[src/rtl/spi_cmd_framer.sv]
module spi_cmd_framer (
  input  logic        clk,
  input  logic        rst_n,
  input  logic        cmd_valid,
  output logic        cmd_ready,
  input  logic [7:0]  cmd_op,
  input  logic [23:0] cmd_addr,
  input  logic [23:0] cmd_size,
  input  logic [31:0] cmd_data,
  input  logic        cmd_clockless,
  input  logic        cmd_crc_en,
  output logic        err_pulse,
  output logic        cs_n,
  output logic        tx_valid,
  input  logic        tx_ready,
  output logic [7:0]  tx_byte
);

  localparam logic [6:0] CRC_SEED = 7'h7F;

  logic       busy;
  logic [4:0] idx;
  logic [4:0] last_idx;
  logic [3:0] hdr_len;
  logic       crc_on;
  logic [6:0] crc;
  logic       err_q;
  logic [7:0] hdr [16];

  logic [7:0] nb [16];
  logic [3:0] n_hdr;
  logic [3:0] n_pad;
  logic       op_ok;
  logic [7:0] int_hi;

  function automatic logic [6:0] crc_step(input logic [6:0] c, input logic [7:0] d);
    logic [6:0] r;
    logic       fb;
    r = c;
    for (int i = 7; i >= 0; i--) begin
      fb = r[6] ^ d[i];
      r  = {r[5:0], 1'b0};
      if (fb) r = r ^ 7'h09;
    end
    return r;
  endfunction

  assign int_hi = {cmd_clockless | cmd_addr[15], cmd_addr[14:8]};

  always_comb begin
    for (int i = 0; i < 16; i++) nb[i] = 8'h00;
    nb[0] = cmd_op;
    n_hdr = 4'd4;
    n_pad = 4'd5;
    op_ok = 1'b1;
    case (cmd_op)
      8'hC1, 8'hC2: begin
        nb[1] = cmd_addr[23:16]; nb[2] = cmd_addr[15:8]; nb[3] = cmd_addr[7:0];
        nb[4] = cmd_size[15:8];  nb[5] = cmd_size[7:0];
        n_hdr = 4'd6;
      end
      8'hC7, 8'hC8: begin
        nb[1] = cmd_addr[23:16]; nb[2] = cmd_addr[15:8]; nb[3] = cmd_addr[7:0];
        nb[4] = cmd_size[23:16]; nb[5] = cmd_size[15:8]; nb[6] = cmd_size[7:0];
        n_hdr = 4'd7;
      end
      8'hC3: begin
        nb[1] = int_hi; nb[2] = cmd_addr[7:0];
        nb[3] = cmd_data[31:24]; nb[4] = cmd_data[23:16];
        nb[5] = cmd_data[15:8];  nb[6] = cmd_data[7:0];
        n_hdr = 4'd7;
      end
      8'hC4: begin
        nb[1] = int_hi; nb[2] = cmd_addr[7:0];
        n_pad = cmd_crc_en ? 4'd10 : 4'd8;
      end
      8'hC5, 8'hC6: n_pad = 4'd6;
      8'hCF: begin
        nb[1] = 8'hFF; nb[2] = 8'hFF; nb[3] = 8'hFF;
        n_pad = 4'd6;
      end
      8'hC9: begin
        nb[1] = cmd_addr[23:16]; nb[2] = cmd_addr[15:8]; nb[3] = cmd_addr[7:0];
        nb[4] = cmd_data[31:24]; nb[5] = cmd_data[23:16];
        nb[6] = cmd_data[15:8];  nb[7] = cmd_data[7:0];
        n_hdr = 4'd8;
      end
      8'hCA: begin
        nb[1] = cmd_addr[23:16]; nb[2] = cmd_addr[15:8]; nb[3] = cmd_addr[7:0];
        n_pad = cmd_crc_en ? 4'd10 : 4'd8;
      end
      default: op_ok = 1'b0;
    endcase
  end

  assign cmd_ready = ~busy;
  assign cs_n      = ~busy;
  assign tx_valid  = busy;
  assign err_pulse = err_q;

  assign tx_byte = (idx < {1'b0, hdr_len}) ? hdr[idx[3:0]] :
                   (crc_on && idx == {1'b0, hdr_len}) ? {crc, 1'b0} : 8'h00;

  always_ff @(posedge clk or negedge rst_n) begin
    if (!rst_n) begin
      busy     <= 1'b0;
      idx      <= '0;
      last_idx <= '0;
      hdr_len  <= '0;
      crc_on   <= 1'b0;
      crc      <= CRC_SEED;
      err_q    <= 1'b0;
      for (int i = 0; i < 16; i++) hdr[i] <= 8'h00;
    end else begin
      err_q <= cmd_valid && !busy && !op_ok;
      if (!busy) begin
        if (cmd_valid && op_ok) begin
          busy     <= 1'b1;
          idx      <= '0;
          crc      <= CRC_SEED;
          hdr_len  <= n_hdr;
          crc_on   <= cmd_crc_en;
          last_idx <= {1'b0, n_hdr} + {4'd0, cmd_crc_en} + {1'b0, n_pad} - 5'd1;
          for (int i = 0; i < 16; i++) hdr[i] <= nb[i];
        end
      end else if (tx_ready) begin
        if (idx < {1'b0, hdr_len}) crc <= crc_step(crc, tx_byte);
        if (idx == last_idx) busy <= 1'b0;
        else                 idx  <= idx + 5'd1;
      end
    end
  end

endmodule

[config.mk]
export PLATFORM = sky130hd
export DESIGN_NAME = spi_cmd_framer
export DESIGN_NICKNAME = d
export VERILOG_FILES = /design/src/rtl/spi_cmd_framer.sv
export SDC_FILE = /design/constraint.sdc
export NUM_CORES = 1
export LEC_CHECK = 0
export BUFFER_PORTS_ARGS = -buffer_cell sky130_fd_sc_hd__buf_2
export CAP_MARGIN = 20
export CORE_MARGIN = 2
export CORE_UTILIZATION = 55
export CTS_BUF_LIST = sky130_fd_sc_hd__clkbuf_16
export DETAILED_ROUTE_END_ITERATION = 10
export PLACE_DENSITY_LB_ADDON = 0.12
export SLEW_MARGIN = 10
export SYNTH_ARGS = -nofsm -noshare
export SYNTH_HDL_FRONTEND = slang
export SYNTH_SLANG_ARGS = --single-unit
[constraint.sdc]
create_clock -name clk -period 3.37 [get_ports clk]
set_clock_uncertainty 0.15 [all_clocks]
set_input_delay 0.337 -clock clk [delete_from_list [all_inputs] [get_ports clk]]
set_output_delay 0.337 -clock clk [all_outputs]
set_load 0.005 [all_outputs]
# Yosys cells after proc, flatten, opt, wreduce, memory -nomap -nowiden
# Index checks and enable logic that the tools add are counted.
# op_classes
add_sub_neg	4
magnitude_cmp	2
n_eq_ne	16
mux	55
n_bitwise	19
reduce_logical	18
# op_table
operator	n
$mux W7	25
$eq A8 B8 Y1 const B	11
$pmux W16 S4	1
$pmux W16 S3	1
$pmux W8 S3	2
$mux W8	5
$bmux W8 S4	1
$mux W4	8
$mux W5	4
$not A2 Y2	8
$pmux W4 S3	1
$reduce_or A11 Y1	1
$pmux W4 S2	1
$reduce_or A2 Y1	4
$xor A1 B1 Y1	8
$reduce_and A3 Y1	2
$reduce_or A3 Y1	2
$reduce_or A6 Y1	1
$add A4 B1 Y5	1
$add A5 B1 Y5 const B	1
$add A5 B4 Y5	1
$eq A5 B4 Y1	1
$eq A5 B5 Y1	1
$ge A5 B5 Y1 const B	1
13 further kinds	22
# word_totals
reg_bits	88
inputBits	94
out_inout_bits	12
wordCells	129

# Logic depth before layout (Yosys ltp)
# depth
depth_word	45
ltp_mapped	15

# Worst setup path before layout
# Ideal clock, no wire load.
# synth_timing
kind	input port to flip-flop
from	in cmd_op[5]
to	reg last_idx[4]
setup_time_ns	0.083
arrival_time_ns	2.998
t_required_ns	3.137
path_slack_ns	0.139
stages	12
path_buffers	2
path_cell_list	or3_1 > clkbuf_1 > nor4_2 > clkbuf_1 > nor2_1 > ha_1 > fa_1 > inv_1 > a21o_1 > a21oi_1 > xor2_1 > o21ai_0
# synth_between
elab_chain_cells	6
elab_cells_between_ends	24
# synth_rtl
item	line_no	rtl
start: declaration	6	input logic [7:0] cmd_op,
$eq A8 B8 Y1	56	case (cmd_op)
$reduce_or A3 Y1 (no source line) or $reduce_or A2 Y1 (tied branches)	-	
$pmux W4 S3	56	
$add A4 B1 Y5	123	last_idx <= {1'b0, n_hdr} + {4'd0, cmd_crc_en} + {1'b0, n_pad} - 5'd1;
$add A5 B4 Y5	123	
$sub A5 B1 Y5	123	
end signal: assignment	123	
end: declaration	23	logic [4:0] last_idx;
# Several ways; a longest one is shown, not always the timed one.
# A chain may end at the register's enable or synchronous reset.

# Worst setup path after layout
# layout_timing
from	reg idx[3]
to	out tx_byte[5]
# layout_between
elab_chain_cells	5
elab_cells_between_ends	9
# layout_rtl
item	line_no	rtl
start: declaration	22	logic [4:0] idx;
start signal: assignment	129	else idx <= idx + 5'd1;
$not A4 Y5 (implied by the code)	101	assign tx_byte = (idx < {1'b0, hdr_len}) ? hdr[idx[3:0]] :
$bmux W8 S4	101	
$mux W8 (implied by the code) (2 in series)	101	
$mux W8 (*)	101	
end: declaration	16	output logic [7:0] tx_byte
# Every way passes the cells marked *; elsewhere a longest branch is shown, timed or not. The select of a mux whose other input is x is not followed.

==> results_dict.tcl <==
set metrics [dict create \
    required_ps 2880 \
    io_pins 106 \
    timing.critical_path.to_type "primary output" \
    synth_compound_area_frac 0.244 \
    worstSetupStartpointType "flop" \
    finalSetupViolCount 0 \
    netlist_top_cells_count "81 x dfrtp_1, 80 x nand2_1, 62 x o21ai_0" \
    synthSimpleGateAreaFrac 0.151 \
    clk_pin_slew_ps 60 \
    synthCells 585 \
    fill_cells 813 \
    synth-edff-count 0 \
    grt-ovfl-total 0 \
    avgSynthCellArea_um2 9.58 \
    hold_viol 0 \
    dr.first_iter.drc_count 469 \
    synth_top_family_by_area "compound AO/OA/AOI/OAI gates" \
    clk_latency_ps 340 \
    cts-root-buf "clkbuf_16" \
    synth_flop_cell "dfrtp_1" \
    clock_sinks 88 \
    port_buffers 105 \
    core-area_um2 9820 \
    cts_buffers 9 \
    wl_per_cell_um 18.0 \
    min_path_type "input port to flop" \
    worstSetupPathType "flop to primary output" \
    syn_area_um2 5600 \
    synthAdderAreaFrac 0.0326 \
    multiInputGateArea_um2 3140 \
    post_cts_resized 0 \
    place_congestion 0.844 \
    critPathArrivalTime_ps 2700 \
    synth.top_cell.area_share 0.362 \
    htreeDepth 3 \
    firstDrtPassIters 6 \
    relSlewSlack 0.498 \
    fp.dieW_um 105 \
    clockBufferDepth 2 \
    synth_cell_type_count 65 \
    timing.hold.ws_ps 38.2 \
    worstMarginPinSlew_ps 753 \
    synth_area_leaders "dfrtp_1 36%, o21ai_0 5.5%, nand2_1 5.4%" \
    slew_violations 0 \
    ant_nets 0 \
    diodes 0 \
    ir_worst_vdd_mv 0.324 \
    wl_um 14600 \
    leakagePower_nw 2.98 \
    status "finished clean" \
    min_period_over_period 0.946 \
    grt_antenna_before_repair 0 \
    grt_max_degree 131 \
    synth_top_area_cell "dfrtp_1" \
    ys_seq_area_frac 0.395 \
    period_needed_ps 3190 \
    vias 5025 \
    regArea_um2 2210 \
    cts_tree "built" \
    nets 782 \
    hpwlAfterDp_um 10700 \
    synth-xor-area-share 0.0250 \
    start_util 0.571 \
    rsz0062_at_grt "no" \
    grt_pass1_wl_um 23700 \
    fmax_mhz 314 \
    grt_usage 0.271 \
    rows 36 \
    path_max_fanout 12 \
    finalPower_mw 3.96 \
    grt_pass1_vias 4739 \
    async_flop_share 1.00 \
    fp.dieH_um 105 \
    setup_tns_ps 0 \
    syn_nets 693 \
    die_area_um2 11000 \
    max_cap_violations 0 \
    synth_most_common_cell "dfrtp_1" \
    drive_above_1_share 0.275 \
    via_per_inst 6.19 \
    ys_seq_elements 88 \
    drc_errors 0 \
    synthMuxAreaShare 0.104 \
    yosysWarnings 0 \
    synthToLayoutAreaGrowth_pct 17.8 \
    power_density_nw_per_um2 599 \
]
## cells by family after synthesis
group,Yosys count
buffers and inverters,67
xor gates and xnor gates,16
DFF,88
and+or+nand+nor,167
adders and majority gates,14
muxes,35
AOI/OAI and AO/OA,198
## per-layer routing
metal / routed length (µm) / part of all wire / track usage / vias to the layer above
li1: - / - / - / 2377
met1: 6390 / 0.44 / 0.371 / 2436
met2: 7200 / 0.49 / 0.449 / 189
met3: 782 / 0.054 / 0.0381 / 23
met4: 220 / 0.015 / 0.0848 / 0
met5: 0 / 0 / 0 / -
## layout by cell type, fill, tap and decap left out, types with 4 or more instances in the layout
master,Yosys,final
a21o_1,15,15
a21oi_1,22,21
a221oi_1,24,24
a222oi_1,8,8
a22o_1,9,9
a22oi_1,33,33
and2_1,5,5
buf_2,3,104
buf_4,2,18
clkbuf_16,0,9
dfrtp_1,81,81
dfstp_2,7,7
ha_1,13,13
inv_1,20,22
mux2_2,9,9
mux2i_1,7,7
mux4_2,13,13
nand2_1,80,80
nand2b_1,8,8
nand3_1,5,5
nand4_1,4,4
nor2_1,19,19
nor3_1,9,8
nor3b_1,6,6
o21ai_0,62,62
o22a_1,4,4
or2_2,4,4
xnor2_1,11,11
xor2_1,5,5
## worst max-delay path: stages, from the launching register on
cell and delay [ps]:
dfrtp_1 470, ha_1 400, and4b_1 240, a2111o_1 540
buf_4 230, nor2_1 250, a21o_1 120, buf_2 100
## final cells by class
type                       count  share of cell area
multi-input combinational    430               0.475
sequential                    88               0.335
timing repair buffer         125               0.107
clock buffer                   9              0.0341
tap                          133              0.0252
clock inverter                 7              0.0121
inverter                      20              0.0114
## through the flow
step	utilization	worst slack, ps	instances	instance area, µm²
3_3_place_gp	0.640	396	795	6290
4_1_cts	0.672	194	812	6600
6_report	0.672	181	812	6600
5_1_grt	0.672	14.5	812	6600
3_5_place_dp	0.640	297	795	6290
2_1_floorplan	-	139	585	5600
## flip-flops by register name (all words and copies together), names as in the netlist
signal	flops
last_idx	5
tx_valid	1
crc	7
idx	5
hdr	64
crc_on	1
hdr_len	4
err_pulse	1
## report_power, final
group | leakage (nW) | switching (mW) | internal [mW]
Sequential | 1.18 | 0.128 | 1.20
Combinational | 1.64 | 0.845 | 0.755
Clock | 0.157 | 0.396 | 0.638
Total | 2.98 | 1.37 | 2.59
## final timing paths
check | start | endpoint | slack (ps) | depth (start not counted)
setup / recovery | idx[3]$_DFFE_PN0P_ | tx_byte[5] | 180 | 7
hold / removal | tx_ready | tx_valid$_DFF_PN0_ | 40 | 2
setup reg to reg | idx[3]$_DFFE_PN0P_ | crc[4]$_DFFE_PN1P_ | 270 | 8
hold reg to reg | hdr[127]$_DFFE_PN0P_ | hdr[127]$_DFFE_PN0P_ | 320 | 1
max in group asynchronous | rst_n | hdr[80]$_DFFE_PN0P_ | 1890 | 3
min in group asynchronous | rst_n | err_pulse$_DFF_PN0_ | 460 | 2
## what timing repair did
item	CTS	global route
setup buffers	0	0
endpoints found under the hold margin	50	0
hold buffers	1	0
Power figures use the tool's default switching activity.
